**src/rtl/llsc_pkg.sv**
```systemverilog
// Package: shared types and defaults for the load-linked reservation monitor.
// Assumes nothing beyond IEEE 1800-2017 packages.
package llsc_pkg;

    // Default configuration: 4 CPUs by 2 threads, 8-byte granule.
    localparam int DEF_NUM_CPU  = 4;
    localparam int DEF_NUM_THR  = 2;
    localparam int DEF_ADDR_W   = 16;
    localparam int DEF_GRAN_LSB = 3;

    // Kind of write presented on the write port this cycle.
    typedef enum logic [1:0] {
        WR_NONE  = 2'd0,
        WR_PLAIN = 2'd1,
        WR_COND  = 2'd2
    } wr_kind_e;

    // Width helper that never returns zero.
    function automatic int safe_clog2(input int n);
        return (n > 1) ? $clog2(n) : 1;
    endfunction

endpackage

```
**src/rtl/llsc_ctx_dec.sv**
```systemverilog
// Module: llsc_ctx_dec
// Turns a (cpu, thread) pair into a one-hot context select over
// NUM_CPU*NUM_THR slots. Context index = cpu*NUM_THR + thread.
// Assumes out-of-range cpu or thread values select no slot.
module llsc_ctx_dec #(
    parameter int NUM_CPU = 4,
    parameter int NUM_THR = 2,
    parameter int CPU_W   = 2,
    parameter int THR_W   = 1,
    localparam int NUM_CTX = NUM_CPU * NUM_THR
) (
    input  logic               en,
    input  logic [CPU_W-1:0]   cpu,
    input  logic [THR_W-1:0]   thr,
    output logic [NUM_CTX-1:0] sel
);

    // One comparator per slot, built from its own cpu/thread coordinates.
    for (genvar c = 0; c < NUM_CPU; c++) begin : g_cpu
        for (genvar t = 0; t < NUM_THR; t++) begin : g_thr
            localparam int IDX = c * NUM_THR + t;
            assign sel[IDX] = en
                && (cpu == CPU_W'(c))
                && (thr == THR_W'(t));
        end
    end

endmodule

```
**src/rtl/llsc_entry.sv**
```systemverilog
// Module: llsc_entry
// One reservation slot: a valid flag and a granule address.
// Assumes set has priority over clr, so a load-locked is recorded
// after any write clearing in the same cycle.
module llsc_entry #(
    parameter int GRAN_W = 13
) (
    input  logic              clk,
    input  logic              rst_n,
    input  logic              set,
    input  logic [GRAN_W-1:0] set_gran,
    input  logic              clr,
    output logic              valid,
    output logic [GRAN_W-1:0] gran
);

    // Update the valid flag: reset, record, or drop on a matching write.
    always_ff @(posedge clk) begin
        if (!rst_n) begin
            valid <= 1'b0;
        end else if (set) begin
            valid <= 1'b1;
        end else if (clr) begin
            valid <= 1'b0;
        end
    end

    // Hold the granule address; it is loaded only on a load-locked.
    always_ff @(posedge clk) begin
        if (!rst_n) begin
            gran <= '0;
        end else if (set) begin
            gran <= set_gran;
        end
    end

endmodule

```
**src/rtl/llsc_match.sv**
```systemverilog
// Module: llsc_match
// Compares the write granule against every slot. It gives the per-slot hit
// vector (the slots to clear) and whether the writer's own slot hits.
// Assumes own_sel is one-hot or zero.
module llsc_match #(
    parameter int NUM_CTX = 8,
    parameter int GRAN_W  = 13
) (
    input  logic [NUM_CTX-1:0]        valid,
    input  logic [NUM_CTX*GRAN_W-1:0] gran_flat,
    input  logic [GRAN_W-1:0]         wr_gran,
    input  logic [NUM_CTX-1:0]        own_sel,
    output logic [NUM_CTX-1:0]        hit,
    output logic                      own_hit
);

    // Per-slot address comparison.
    for (genvar i = 0; i < NUM_CTX; i++) begin : g_cmp
        assign hit[i] = valid[i] && (gran_flat[i*GRAN_W +: GRAN_W] == wr_gran);
    end

    // The writer's own reservation covers the written granule.
    assign own_hit = |(hit & own_sel);

endmodule

```
**src/rtl/llsc_monitor.sv**
```systemverilog
// Module: llsc_monitor (top)
// Load-linked reservation monitor in front of a simple memory.
// A load port records reservations and a write port is judged in the same
// cycle. Assumes one request per port per cycle. The write decision is
// combinational; the table changes at the next rising edge.
module llsc_monitor
    import llsc_pkg::*;
#(
    parameter int NUM_CPU  = DEF_NUM_CPU,
    parameter int NUM_THR  = DEF_NUM_THR,
    parameter int ADDR_W   = DEF_ADDR_W,
    parameter int GRAN_LSB = DEF_GRAN_LSB,
    localparam int CPU_W   = safe_clog2(NUM_CPU),
    localparam int THR_W   = safe_clog2(NUM_THR),
    localparam int NUM_CTX = NUM_CPU * NUM_THR,
    localparam int GRAN_W  = ADDR_W - GRAN_LSB
) (
    input  logic              clk,
    input  logic              rst_n,
    input  logic              ld_valid,
    input  logic              ld_locked,
    input  logic [CPU_W-1:0]  ld_cpu,
    input  logic [THR_W-1:0]  ld_thr,
    input  logic [ADDR_W-1:0] ld_addr,
    input  logic              st_valid,
    input  logic              st_cond,
    input  logic [CPU_W-1:0]  st_cpu,
    input  logic [THR_W-1:0]  st_thr,
    input  logic [ADDR_W-1:0] st_addr,
    output logic              wr_grant,
    output logic              sc_done,
    output logic              sc_pass
);

    logic [NUM_CTX-1:0]        ld_sel;
    logic [NUM_CTX-1:0]        st_sel;
    logic [NUM_CTX-1:0]        resv_valid;
    logic [NUM_CTX*GRAN_W-1:0] resv_gran;
    logic [NUM_CTX-1:0]        hit;
    logic                      own_hit;
    logic [GRAN_W-1:0]         ld_gran;
    logic [GRAN_W-1:0]         st_gran;
    logic                      ll_req;
    wr_kind_e                  wr_kind;

    // Mask both addresses down to their reservation granule.
    assign ld_gran = ld_addr[ADDR_W-1:GRAN_LSB];
    assign st_gran = st_addr[ADDR_W-1:GRAN_LSB];
    assign ll_req  = ld_valid && ld_locked;

    // Classify the write presented this cycle.
    always_comb begin
        if (!st_valid)    wr_kind = WR_NONE;
        else if (st_cond) wr_kind = WR_COND;
        else              wr_kind = WR_PLAIN;
    end

    llsc_ctx_dec #(
        .NUM_CPU(NUM_CPU), .NUM_THR(NUM_THR), .CPU_W(CPU_W), .THR_W(THR_W)
    ) u_ld_dec (
        .en(ll_req), .cpu(ld_cpu), .thr(ld_thr), .sel(ld_sel)
    );

    llsc_ctx_dec #(
        .NUM_CPU(NUM_CPU), .NUM_THR(NUM_THR), .CPU_W(CPU_W), .THR_W(THR_W)
    ) u_st_dec (
        .en(st_valid), .cpu(st_cpu), .thr(st_thr), .sel(st_sel)
    );

    // One slot per context; a write hit clears, a load-locked sets.
    for (genvar i = 0; i < NUM_CTX; i++) begin : g_slot
        llsc_entry #(.GRAN_W(GRAN_W)) u_entry (
            .clk      (clk),
            .rst_n    (rst_n),
            .set      (ld_sel[i]),
            .set_gran (ld_gran),
            .clr      (st_valid && hit[i]),
            .valid    (resv_valid[i]),
            .gran     (resv_gran[i*GRAN_W +: GRAN_W])
        );
    end

    llsc_match #(.NUM_CTX(NUM_CTX), .GRAN_W(GRAN_W)) u_match (
        .valid     (resv_valid),
        .gran_flat (resv_gran),
        .wr_gran   (st_gran),
        .own_sel   (st_sel),
        .hit       (hit),
        .own_hit   (own_hit)
    );

    // Write decision: plain stores always pass, conditional ones need own hit.
    always_comb begin
        wr_grant = 1'b0;
        sc_done  = 1'b0;
        sc_pass  = 1'b0;
        unique case (wr_kind)
            WR_PLAIN: wr_grant = 1'b1;
            WR_COND: begin
                sc_done  = 1'b1;
                sc_pass  = own_hit;
                wr_grant = own_hit;
            end
            default: ;
        endcase
    end

endmodule

```
**config.mk**
```make
export PLATFORM = sky130hd
export DESIGN_NAME = llsc_monitor
export DESIGN_NICKNAME = d
export VERILOG_FILES = /design/src/rtl/llsc_pkg.sv /design/src/rtl/llsc_ctx_dec.sv /design/src/rtl/llsc_entry.sv /design/src/rtl/llsc_match.sv /design/src/rtl/llsc_monitor.sv
export SDC_FILE = /design/constraint.sdc
export NUM_CORES = 1
export LEC_CHECK = 0
export BUFFER_PORTS_ARGS = -buffer_cell sky130_fd_sc_hd__clkbuf_2
export CORE_UTILIZATION = 57
export CTS_BUF_LIST = sky130_fd_sc_hd__clkbuf_4
export DETAILED_ROUTE_END_ITERATION = 16
export PLACE_DENSITY = 0.76
export SYNTH_ARGS = -nofsm -noshare
export SYNTH_HDL_FRONTEND = slang
export SYNTH_SLANG_ARGS = --single-unit
```
**constraint.sdc**
```tcl
create_clock -name clk -period 1.7 [get_ports clk]
set_input_delay 0.17 -clock clk [delete_from_list [all_inputs] [get_ports clk]]
set_output_delay 0.17 -clock clk [all_outputs]
set_load 0.01 [all_outputs]
```
### Word-level counts from Yosys, hierarchy flattened

Cells that the tools add are included.

| word-level totals | value |
|---|---|
| flip-flop bits (word level) | 112 |

| cells by class | value |
|---|---|
| eq/ne operators | 16 |
| muxes and demuxes | 21 |
| bitwise gates (word level) | 3 |
| reduce and logical (&&, ||, !) cells | 52 |

Operator list:

| cell | number |
|---|---|
| $eq A13 B13 Y1 | 8 |
| $logic_and A1 B1 Y1 | 41 |
| $mux W1 | 18 |
| $reduce_bool A2 Y1 | 8 |
| $eq A2 B2 Y1 const B | 5 |
| $and A8 B8 Y8 | 1 |
| $reduce_or A8 Y1 | 1 |
| $eq A2 B1 Y1 const B | 3 |
| $logic_not A2 Y1 | 2 |
| $mux W2 | 2 |
| $not A1 Y1 | 2 |
| $pmux W1 S2 | 1 |

### Logic depth before layout (Yosys ltp)

Gate-level depths: netlist (run 1).

| logic depth | value |
|---|---|
| depth after elaboration | 6 |
| depth in mapped cells | 6 |
| mapped depth without buffers | 5 |

### Cells and area by module

A second synthesis (run 1) with hierarchy kept.

| second synthesis, totals | value |
|---|---|
| cells, all modules | 580 |
| area, all modules | 6,025.8 µm² |

Modules (own cells, without submodules):

| module | times used | cells each | area each (µm²) | seq. area each (µm²) |
|---|---|---|---|---|
| llsc_entry | 8 | 45 | 540.5 | 280.3 |
| llsc_match | 1 | 190 | 1,413.9 | 0.0 |
| llsc_ctx_dec | 2 | 8 | 96.3 | 0.0 |
| llsc_monitor | 1 | 14 | 95.1 | 0.0 |

### Worst setup path after synthesis (run 1)

OpenSTA, ideal clock, no wires.

| path | value |
|---|---|
| path type | register to output |
| start | reg g_slot[7].u_entry.gran[9] |
| end | out wr_grant |
| arrival time | 1,287 ps |
| data required time | 1,530 ps |
| setup slack | 243 ps |
| cell stages (with the launch flop) | 6 |
| cell sequence | dfxtp_1 > xnor2_1 > nand4_1 > nor4_1 > a2111oi_2 > a41oi_1 |

| on the way | value |
|---|---|
| longest elaborated chain between the ends | 5 |

Ends and longest elaborated chain:

| item | RTL line | source |
|---|---|---|
| start: declaration | llsc_entry.sv:14 | `output logic [GRAN_W-1:0] gran` |
| start signal: assignment | llsc_entry.sv:33 | `gran <= set_gran;` |
| $eq A13 B13 Y1 | llsc_match.sv:19 | `assign hit[i] = valid[i] && (gran_flat[i*GRAN_W +: GRAN_W] == wr_gran);` |
| $logic_and A1 B1 Y1 | llsc_match.sv:19 |  |
| $and A8 B8 Y8 | llsc_match.sv:23 | `assign own_hit = \|(hit & own_sel);` |
| $reduce_or A8 Y1 | llsc_match.sv:23 |  |
| $pmux W1 S2 | llsc_monitor.sv:97 | `unique case (wr_kind)` |
| end: declaration | llsc_monitor.sv:30 | `output logic wr_grant,` |

No other way between the ends.

### Worst setup path in the final report (run 1)

| path | value |
|---|---|
| start | reg g_slot[4].u_entry.gran[1] |
| end | out wr_grant |

| on the way | value |
|---|---|
| longest elaborated chain between the ends | 5 |

Ends and longest elaborated chain:

| item | RTL line |
|---|---|
| start: declaration | llsc_entry.sv:14 |
| start signal: assignment | llsc_entry.sv:33 |
| $eq A13 B13 Y1 | llsc_match.sv:19 |
| $logic_and A1 B1 Y1 | llsc_match.sv:19 |
| $and A8 B8 Y8 | llsc_match.sv:23 |
| $reduce_or A8 Y1 | llsc_match.sv:23 |
| $pmux W1 S2 | llsc_monitor.sv:97 |

No other way between the ends.

==> results of run 1 <==
==> worst paths after layout <==
kind	to	slack, ns	cells after the start
worst max-delay path	wr_grant	-0.54	7
worst min-delay path	g_slot[7].u_entry.gran[5]	0.01	3
worst max register to register	g_slot[7].u_entry.valid	-0.03	7
worst min register to register	g_slot[4].u_entry.gran[9]	0.48	2
==> cell usage in the layout (no fill, tap or decap), types with 4 or more instances in the layout <==
cell	Yosys	final
a21boi_0	31	31
a21boi_1	11	11
buf_12	0	9
buf_4	8	28
clkbuf_2	0	39
clkbuf_4	0	9
dfxtp_1	112	91
dfxtp_2	0	21
mux2i_1	65	65
nand2_1	82	82
nand3_1	16	13
nand4_1	18	18
nor2_4	5	5
nor2b_1	68	68
o21a_1	4	4
xnor2_1	101	81
xnor2_2	0	20
==> worst max-delay path, delay by kind of cell, from the launching register on <==
| kind | cells | cell delay [ns] |
|---|---|---|
| compound gates | 2 | 0.57 |
| xor+xnor | 1 | 0.13 |
| buf+inv | 2 | 0.30 |
| simple gates | 2 | 0.23 |
| flops | 1 | 0.36 |
==> layout make-up <==
cell class / count / area share, %
Multi-Input combinational cell: 446 / 52.1
Sequential cell: 112 / 33.9
Timing Repair Buffer: 79 / 9.13
Tap cell: 133 / 2.49
Clock inverter: 7 / 1.20
Clock buffer: 9 / 1.01
Inverter: 2 / 0.112
==> cells by family after synthesis <==
kind of cell | after synthesis
and+or+nand+nor | 219
DFF | 112
xor gates and xnor gates | 104
muxes | 65
AOI/OAI and AO/OA | 58
buffers and inverters | 54
==> power by group through the flow <==
stage | registers (mW) | logic, mW | clock network (mW)
final | 2.69 | 0.654 | 1.39
after global routing | 2.69 | 0.693 | 1.53
after CTS | 2.69 | 0.641 | 1.41
after detailed placement | 2.74 | 0.601 | 0
after global placement | 2.74 | 0.593 | 0
after floorplan | 2.74 | 0.411 | 0
==> registers in the layout, summed over array words and instances (netlist names) <==
register,flops
g_slot.u_entry.gran,104
g_slot.u_entry.valid,8
==> repair_timing <==
action                                 4_1_cts  5_1_grt
endpoints found under the hold margin        1        1
buffers inserted                             6        1
setup endpoints to repair                    3        4
hold buffers                                 1        1
resized for setup                           49       12
pin swaps                                   41        6
==> per-stage QoR <==
step                hold slack (ns)  area (um^2)
finish                       0.0114         6690
global route                0.00505         6690
CTS                        0.000739         6620
detailed placement            0.460         6200
global placement              0.451         6200
floorplan                     0.367         5780
==> routing by layer <==
metal,wire length [um],part of all wire [%],GRT usage (%),vias up
met3,732,5.0,5.42,34
met5,0,0,0,-
li1,-,-,-,2113
met1,6100,42,35.2,2120
met2,7220,50,51.0,128
met4,452,3.1,11.4,0
==> results.cfg, run 1 <==
[outcome]
status = finished, violations left
violations = negative setup slack

[logic_synthesis]
synthTopCellsByArea = dfxtp_1 39%, xnor2_1 15%, mux2i_1 11%, nor2b_1 7.4%, nand2_1 5.3%
syn_inst = 612
synth-async-reset-ratio_pct = 0
post-synth-top-count-cell = dfxtp_1
muxShareOfSynthArea_pct = 11.3
synth-simple-area-share_pct = 21.0
synth_top_family_by_area = simple AND/OR/NAND/NOR gates
synth_top_area_share_pct = 38.8
synth.cell_area_um2 = 5780
synth_edf_count = 0
netlist_top_cells_count = 112 x dfxtp_1, 101 x xnor2_1, 82 x nand2_1, 68 x nor2b_1, 65 x mux2i_1
synth_compound_area_share_pct = 7.66
ys_seq_area_share_pct = 38.8
ys_ff_latch = 112
ys_types = 39
synth_ff_type = dfxtp_1
synth_nets = 656
yosysTopAreaCell = dfxtp_1
yosys.area_share.adder_pct = 0
syn_avg_cell_area_um2 = 9.44
yosys_warnings = 0
synth_xor_area_share_pct = 15.8

[floorplanning]
die-height_um = 103
fp-row-count = 36
dieArea_um2 = 10500
start_util_pct = 58.9
die_x_um = 103
io_pins = 47
coreArea_um2 = 9820

[route]
viasPerCell = 5.58
drt_iter0_drc = 194
wl_um = 14500
first_pass_iters = 5
wire_per_inst_um = 18.4
final_antenna_net_count = 0
vias = 4395
route.detailed.drc = 0

[setup_path]
critPathSlowestCell = a2111oi_4
cp.arrival_ns = 2.07
worstSetupEndpointType = output pin
crit_chain = xnor2_1, nand4_1, nor4_2, buf_4, a2111oi_4, a41oi_2, clkbuf_2
regToRegStartpoint = g_slot[7].u_entry.gran[4]
critPathMaxFanout = 2
critPathKind = reg -> out
worst_setup_path_start_kind = flop
worstPathRequired_ns = 1.53
max_stage_delay_ns = 0.42
cp-startpoint = g_slot[4].u_entry.gran[1]

[cells_and_area]
fin_util_pct = 68.1
finalNonFillerCells = 788
final_nets = 694
regArea_um2 = 2270
diodes = 0
fillers = 797
drive_gt1_share_pct = 24.0
area_delta_synth_final_pct = 15.7
multi_input_area_um2 = 3490

[grt]
first_global_vias = 4225
track_usage_pct = 29.1
antenna_found_initial = 0
grt_max_degree = 48
grt_overflow = 0
grt_pass1_wl_um = 22400

[min_path]
holdCritPathClass = in -> reg
hold_start = ld_addr[8]

[clock_tree]
htreeDepth = 3
cts_tree = done
cts_sinks = 112
cts_max_path_buffers = 2
clk_pin_slew_ns = 0.18
cts-root-buf = clkbuf_4
cts_buffers = 9
clk-insertion-delay-late_ns = 0.49

[timing]
fin_crit_sh_pct = 132
final-setup-viol-count = 3
fin_tns_setup_ns = -1.07
worst_slack_ns = -0.539
clock_skew_ns = 0.0122
slew_viol_final = 0
slew_headroom_pct = 60.5
hold_viol_final = 0
max_freq_mhz = 447
worst-slew-pin-transition_ns = 0.593
rsz0062_at_grt = yes
final.min_clock_period_ns = 2.24

[pwr]
ir_worst_vdd_uv = 553
leakagePower_nw = 2.11
pwr-share-clk_pct = 29.4
combPwrFrac_pct = 13.8
p_int_mw = 3.43
finalPower_mw = 4.73
power_switching_mw = 1.31
powerDensity_nw_per_um2 = 708
sw_frac_of_total_pct = 27.6
seqPwrFrac_pct = 56.8

[place]
place_inst = 767
io_buffers = 40
place_hpwl_um = 10200
place_congestion = 0.888
pre_cts_ws_ns = -0.346

[flow_run]
drv_cap = 0
No activity file was read; power rests on OpenSTA's default activity.
==> run 2: changes to the inputs <==
- CORE_UTILIZATION: 57 -> 56
- PLACE_DENSITY: 0.76 -> 0.78
- clock period: 1.7 -> 2 ns (I/O delays scaled with it)
==> run 2 against run 1 <==
  * The run still ends with negative setup slack left
  * Highest routed layer unchanged
  * Global-route usage is 1.5 points lower
  * Critical path type unchanged
  * Flip-flop and latch count stayed put
  * Clock-buffer cell count stayed put
  * Final area is 0.92% higher
  * Non-clock buffer count is 3 higher
  * Clock skew is 0.0013 ns higher
  * Sequential power is 15% lower
  * Combinational power is 12% lower
==> results.cfg, run 2 (synthesized netlist as in run 1, its figures left out) <==
[setup_path]
critPathMaxFanout = 2
worstPathRequired_ns = 1.80
critPathKind = reg -> out
worstSetupEndpointType = output pin
max_stage_delay_ns = 0.42
critPathSlowestCell = dfxtp_1
crit_chain = xnor2_2, nand4b_1, nor4_2, o21ai_1, a31oi_1, buf_2
cp.arrival_ns = 2.06
r2r_cells = 6
worst_setup_path_start_kind = flop

[floorplanning]
die-height_um = 104
die_x_um = 104
io_pins = 47
fp-row-count = 36
dieArea_um2 = 10700
start_util_pct = 58.3
coreArea_um2 = 9910

[timing]
clock_skew_ns = 0.0136
max_freq_mhz = 442
rsz0062_at_grt = yes
hold_viol_final = 0
worst-slew-pin-transition_ns = 0.646
final-setup-viol-count = 2
slew_viol_final = 0
final.min_clock_period_ns = 2.26
slew_headroom_pct = 56.9
worst_slack_ns = -0.265
fin_crit_sh_pct = 113

[place]
io_buffers = 40
place_hpwl_um = 9830
place_congestion = 0.849
place_area_um2 = 6140
place_inst = 769

[cells_and_area]
largest_reg_flops = 104
reg_top3 = g_slot.u_entry.gran (104), g_slot.u_entry.valid (8)
regArea_um2 = 2290
fillers = 763
top_register = g_slot.u_entry.gran
multi_input_area_um2 = 3620
final_nets = 697
diodes = 0
final_cell_mix = 82 x nand2_1, 77 x dfxtp_1, 68 x nor2b_1
drive_gt1_share_pct = 29.2
layout_commonest_cell = nand2_1
design_area_um2 = 6750
finalNonFillerCells = 791
area_delta_synth_final_pct = 16.8

[min_path]
holdCritPathClass = in -> reg
hold-path-cell-count = 3

[route]
first_pass_iters = 5
vias = 4471
wire_per_inst_um = 18.6
top_layer = met4
wl_um = 14700
wl_met1_um = 6270
drt_iter0_drc = 251
route.detailed.drc = 0
viasPerCell = 5.65
met2WireLength_um = 7120
wl_met3_um = 894
final_antenna_net_count = 0

[flow_run]
drv_cap = 0

[pwr]
finalPower_mw = 3.86
powerDensity_nw_per_um2 = 572
leakagePower_nw = 2.19
ir_worst_vdd_uv = 480

[outcome]
status = finished, violations left
violations = negative setup slack

[grt]
grt_pass1_wl_um = 23000
first_global_vias = 4512
track_usage_pct = 27.6
grt_overflow = 0
grt_max_degree = 113
antenna_found_initial = 0

[clock_tree]
htreeDepth = 3
cts_buffers = 9
clk_pin_slew_ns = 0.17
clk-insertion-delay-late_ns = 0.48
cts-root-buf = clkbuf_4
cts_sinks = 112
cts_max_path_buffers = 2
cts_tree = done
run 2: layout make-up:
class | instances | share of cell area, %
multi-input combinational | 446 | 53.6
sequential | 112 | 33.9
timing repair buffer | 82 | 8.20
tap | 133 | 2.47
clock buffer | 9 | 1.00
clock inverter | 7 | 0.705
inverter | 2 | 0.111
run 2: routing by layer:
metal,up-vias,global-route usage [%]
met5,-,0
met2,151,46.8
met1,2160,33.7
met3,41,5.73
met4,0,12.3
li1,2119,-
run 2: power by group:
part | switching, mW | leakage [nW] | internal, mW
clock network | 0.739 | 0.0573 | 0.255
logic | 0.310 | 1.21 | 0.266
registers | 0.0232 | 0.922 | 2.26
total | 1.07 | 2.19 | 2.79
run 2: path summary, 6_finish.rpt:
| kind | startpoint | end | slack, ns |
|---|---|---|---|
| max | g_slot[0].u_entry.gran[1] | sc_pass | -0.26 |
| max reg2reg | g_slot[6].u_entry.gran[2] | g_slot[6].u_entry.valid | 0.25 |
| min reg2reg | g_slot[4].u_entry.gran[4] | g_slot[4].u_entry.gran[4] | 0.49 |
| min | ld_addr[15] | g_slot[7].u_entry.gran[12] | 0.05 |
run 2: timing repair:
item	CTS	global route
setup endpoints to repair	2	2
hold buffers	0	0
gates resized for setup	55	39
pin swaps	42	28
setup buffers	3	4
run 2: through the flow:
step	setup TNS [ns]	utilization (%)	setup slack, ns	hold slack [ns]
2_1_floorplan	0	-	0.502	0.397
3_3_place_gp	-0.0634	62.0	-0.0634	0.448
3_5_place_dp	-0.128	62.0	-0.100	0.465
4_1_cts	-0.467	65.9	-0.241	0.0322
5_1_grt	-0.716	68.1	-0.376	0.0321
6_report	-0.502	68.1	-0.265	0.0496
run 2: critical path, delay by kind of cell (launching register included):
kind	cells	cell delay [ns]
compound gates	2	0.39
xor+xnor	1	0.14
buf+inv	1	0.17
flops	1	0.42
simple gates	2	0.47
==> run 3: changes to the inputs <==
- BUFFER_PORTS_ARGS: -buffer_cell sky130_fd_sc_hd__clkbuf_2 -> -buffer_cell sky130_fd_sc_hd__buf_2
==> run 3 against run 2 <==
  * The flow still finishes with violations (negative setup slack)
  * Worst hold slack lost 0.0097 ns
  * Setup slack lost 0.071 ns
  * Combinational power decreased by 3.5%
  * Clock-buffer cell count is 1 higher
  * Total power up 6.3%
  * Critical endpoint unchanged
  * Largest power group unchanged
==> results.cfg, run 3 (synthesized netlist as in run 1, its figures left out) <==
[outcome]
status = finished, violations left
violations = negative setup slack

[timing]
rsz0062_at_grt = yes
final.min_clock_period_ns = 2.34
slew_viol_final = 0
holdWs_ns = 0.0399
hold_viol_final = 0
fin_tns_setup_ns = -0.638
worst-slew-pin-transition_ns = 0.647
worst_slack_ns = -0.336
slew_headroom_pct = 56.8
max_freq_mhz = 428
final-setup-viol-count = 2
fin_crit_sh_pct = 117
clock_skew_ns = 0.0147

[setup_path]
regToRegStartpoint = g_slot[4].u_entry.gran[6]
cp-startpoint = g_slot[1].u_entry.gran[10]
critPathSlowestCell = dfxtp_2
r2r_cells = 7
worstPathRequired_ns = 1.80
critical-path-top-delay-family = simple AND/OR/NAND/NOR gates
critPathKind = reg -> out
path_buf_inv = 2
endpoint = sc_pass
cp.arrival_ns = 2.14
critPathMaxFanout = 2
worstSetupEndpointType = output pin
max_stage_delay_ns = 0.37
timing.rr.end = g_slot[4].u_entry.valid
worst-r2r-setup-slack_ns = 0.12
crit_chain = xnor2_2, nand4_1, buf_6, nor4_4, o21ai_2, a31oi_2, buf_2
cp_num_cells = 7
worst_setup_path_start_kind = flop

[min_path]
holdCritPathClass = in -> reg

[cells_and_area]
design_area_um2 = 6650
finalNonFillerCells = 790
largest_reg_flops = 104
area_delta_synth_final_pct = 15.1
top_register = g_slot.u_entry.gran
reg_top3 = g_slot.u_entry.gran (104), g_slot.u_entry.valid (8)
drive_gt1_share_pct = 24.2
fin_util_pct = 67.1
final_nets = 696
diodes = 0
layout_commonest_cell = dfxtp_1
fillers = 781
final_cell_mix = 93 x dfxtp_1, 84 x xnor2_1, 82 x nand2_1

[place]
place_area_um2 = 6140
place_congestion = 0.821
place_hpwl_um = 9680
pre_cts_ws_ns = -0.0710
place_inst = 768
io_buffers = 40

[floorplanning]
die-height_um = 104
io_pins = 47
dieArea_um2 = 10700
coreArea_um2 = 9910
start_util_pct = 58.3
die_x_um = 104
fp-row-count = 36

[pwr]
seqPwrFrac_pct = 55.7
ir_worst_vdd_uv = 476
combPwrFrac_pct = 13.6
leakagePower_nw = 2.10
power_switching_mw = 1.07
powerDensity_nw_per_um2 = 616
p_int_mw = 3.03
sw_frac_of_total_pct = 26.0
finalPower_mw = 4.10
pwr-share-clk_pct = 30.7

[route]
route.detailed.drc = 0
first_pass_iters = 4
viasPerCell = 5.59
vias = 4414
drt_iter0_drc = 243
wl_um = 14600
final_antenna_net_count = 0
wire_per_inst_um = 18.5

[grt]
antenna_found_initial = 0
track_usage_pct = 27.7
grt_pass1_wl_um = 23100
grt_overflow = 0
grt_max_degree = 113
first_global_vias = 4461

[flow_run]
drv_cap = 0

[clock_tree]
hold_buffers = 0
cts-root-buf = clkbuf_4
clk-insertion-delay-late_ns = 0.47
clk_pin_slew_ns = 0.17
cts_max_path_buffers = 2
cts_tree = done
cts_buffers = 9
cts_sinks = 112
htreeDepth = 3
-- run 3: changes by cell type in the layout (fill, tap and decap cells not counted), moves of 16 or more --
cell / previous run / this run
xnor2_2: 35 / 17
buf_2: 2 / 40
dfxtp_1: 77 / 93
dfxtp_2: 35 / 19
xnor2_1: 66 / 84
clkbuf_2: 38 / 0
-- run 3: routing by layer --
layer / vias up / track usage, % / wire length, um
met2: 135 / 47.0 / 7250
met1: 2137 / 34.7 / 6170
met4: 0 / 10.5 / 354
li1: 2112 / - / -
met3: 30 / 5.60 / 832
met5: - / 0 / 0
-- run 3: worst min path at each step --
stage	cells past startpoint	startpoint	end	slack, ns
detailed placement	2	g_slot[4].u_entry.gran[5]	g_slot[4].u_entry.gran[5]	0.46
CTS	3	ld_addr[15]	g_slot[7].u_entry.gran[12]	0.03
global route	3	ld_addr[11]	g_slot[4].u_entry.gran[8]	0.03
global placement	2	g_slot[0].u_entry.valid	g_slot[0].u_entry.valid	0.45
finish	3	ld_addr[15]	g_slot[7].u_entry.gran[12]	0.04
floorplan	3	ld_cpu[0]	g_slot[0].u_entry.gran[0]	0.40
-- run 3: layout make-up --
class / instances / area (um^2) / area share, %
flip-flops and latches: 112 / 2270 / 34.1
repair buffers: 81 / 549 / 8.25
multi-input cells: 446 / 3510 / 52.7
clock buffers: 10 / 75.1 / 1.13
inverters: 2 / 7.51 / 0.113
clock inverters: 6 / 83.8 / 1.26
well taps: 133 / 166 / 2.50
-- run 3: power by group through the flow --
stage               registers, mW  clock network (mW)  logic, mW
floorplan                    2.33                   0      0.350
global placement             2.33                   0      0.495
detailed placement           2.33                   0      0.505
CTS                          2.28                1.26      0.537
global route                 2.29                1.34      0.593
finish                       2.29                1.26      0.557
-- run 3: repair_timing --
item | 4_1_cts | 5_1_grt
buffers inserted | 7 | 0
pin swaps | 33 | 9
resized for setup | 45 | 17
setup endpoints to repair | 2 | 2
-- run 3: worst min-delay path: stages --
cell and delay, ns:
buf_2 0.16, nand2_1 0.07, a21boi_1 0.05
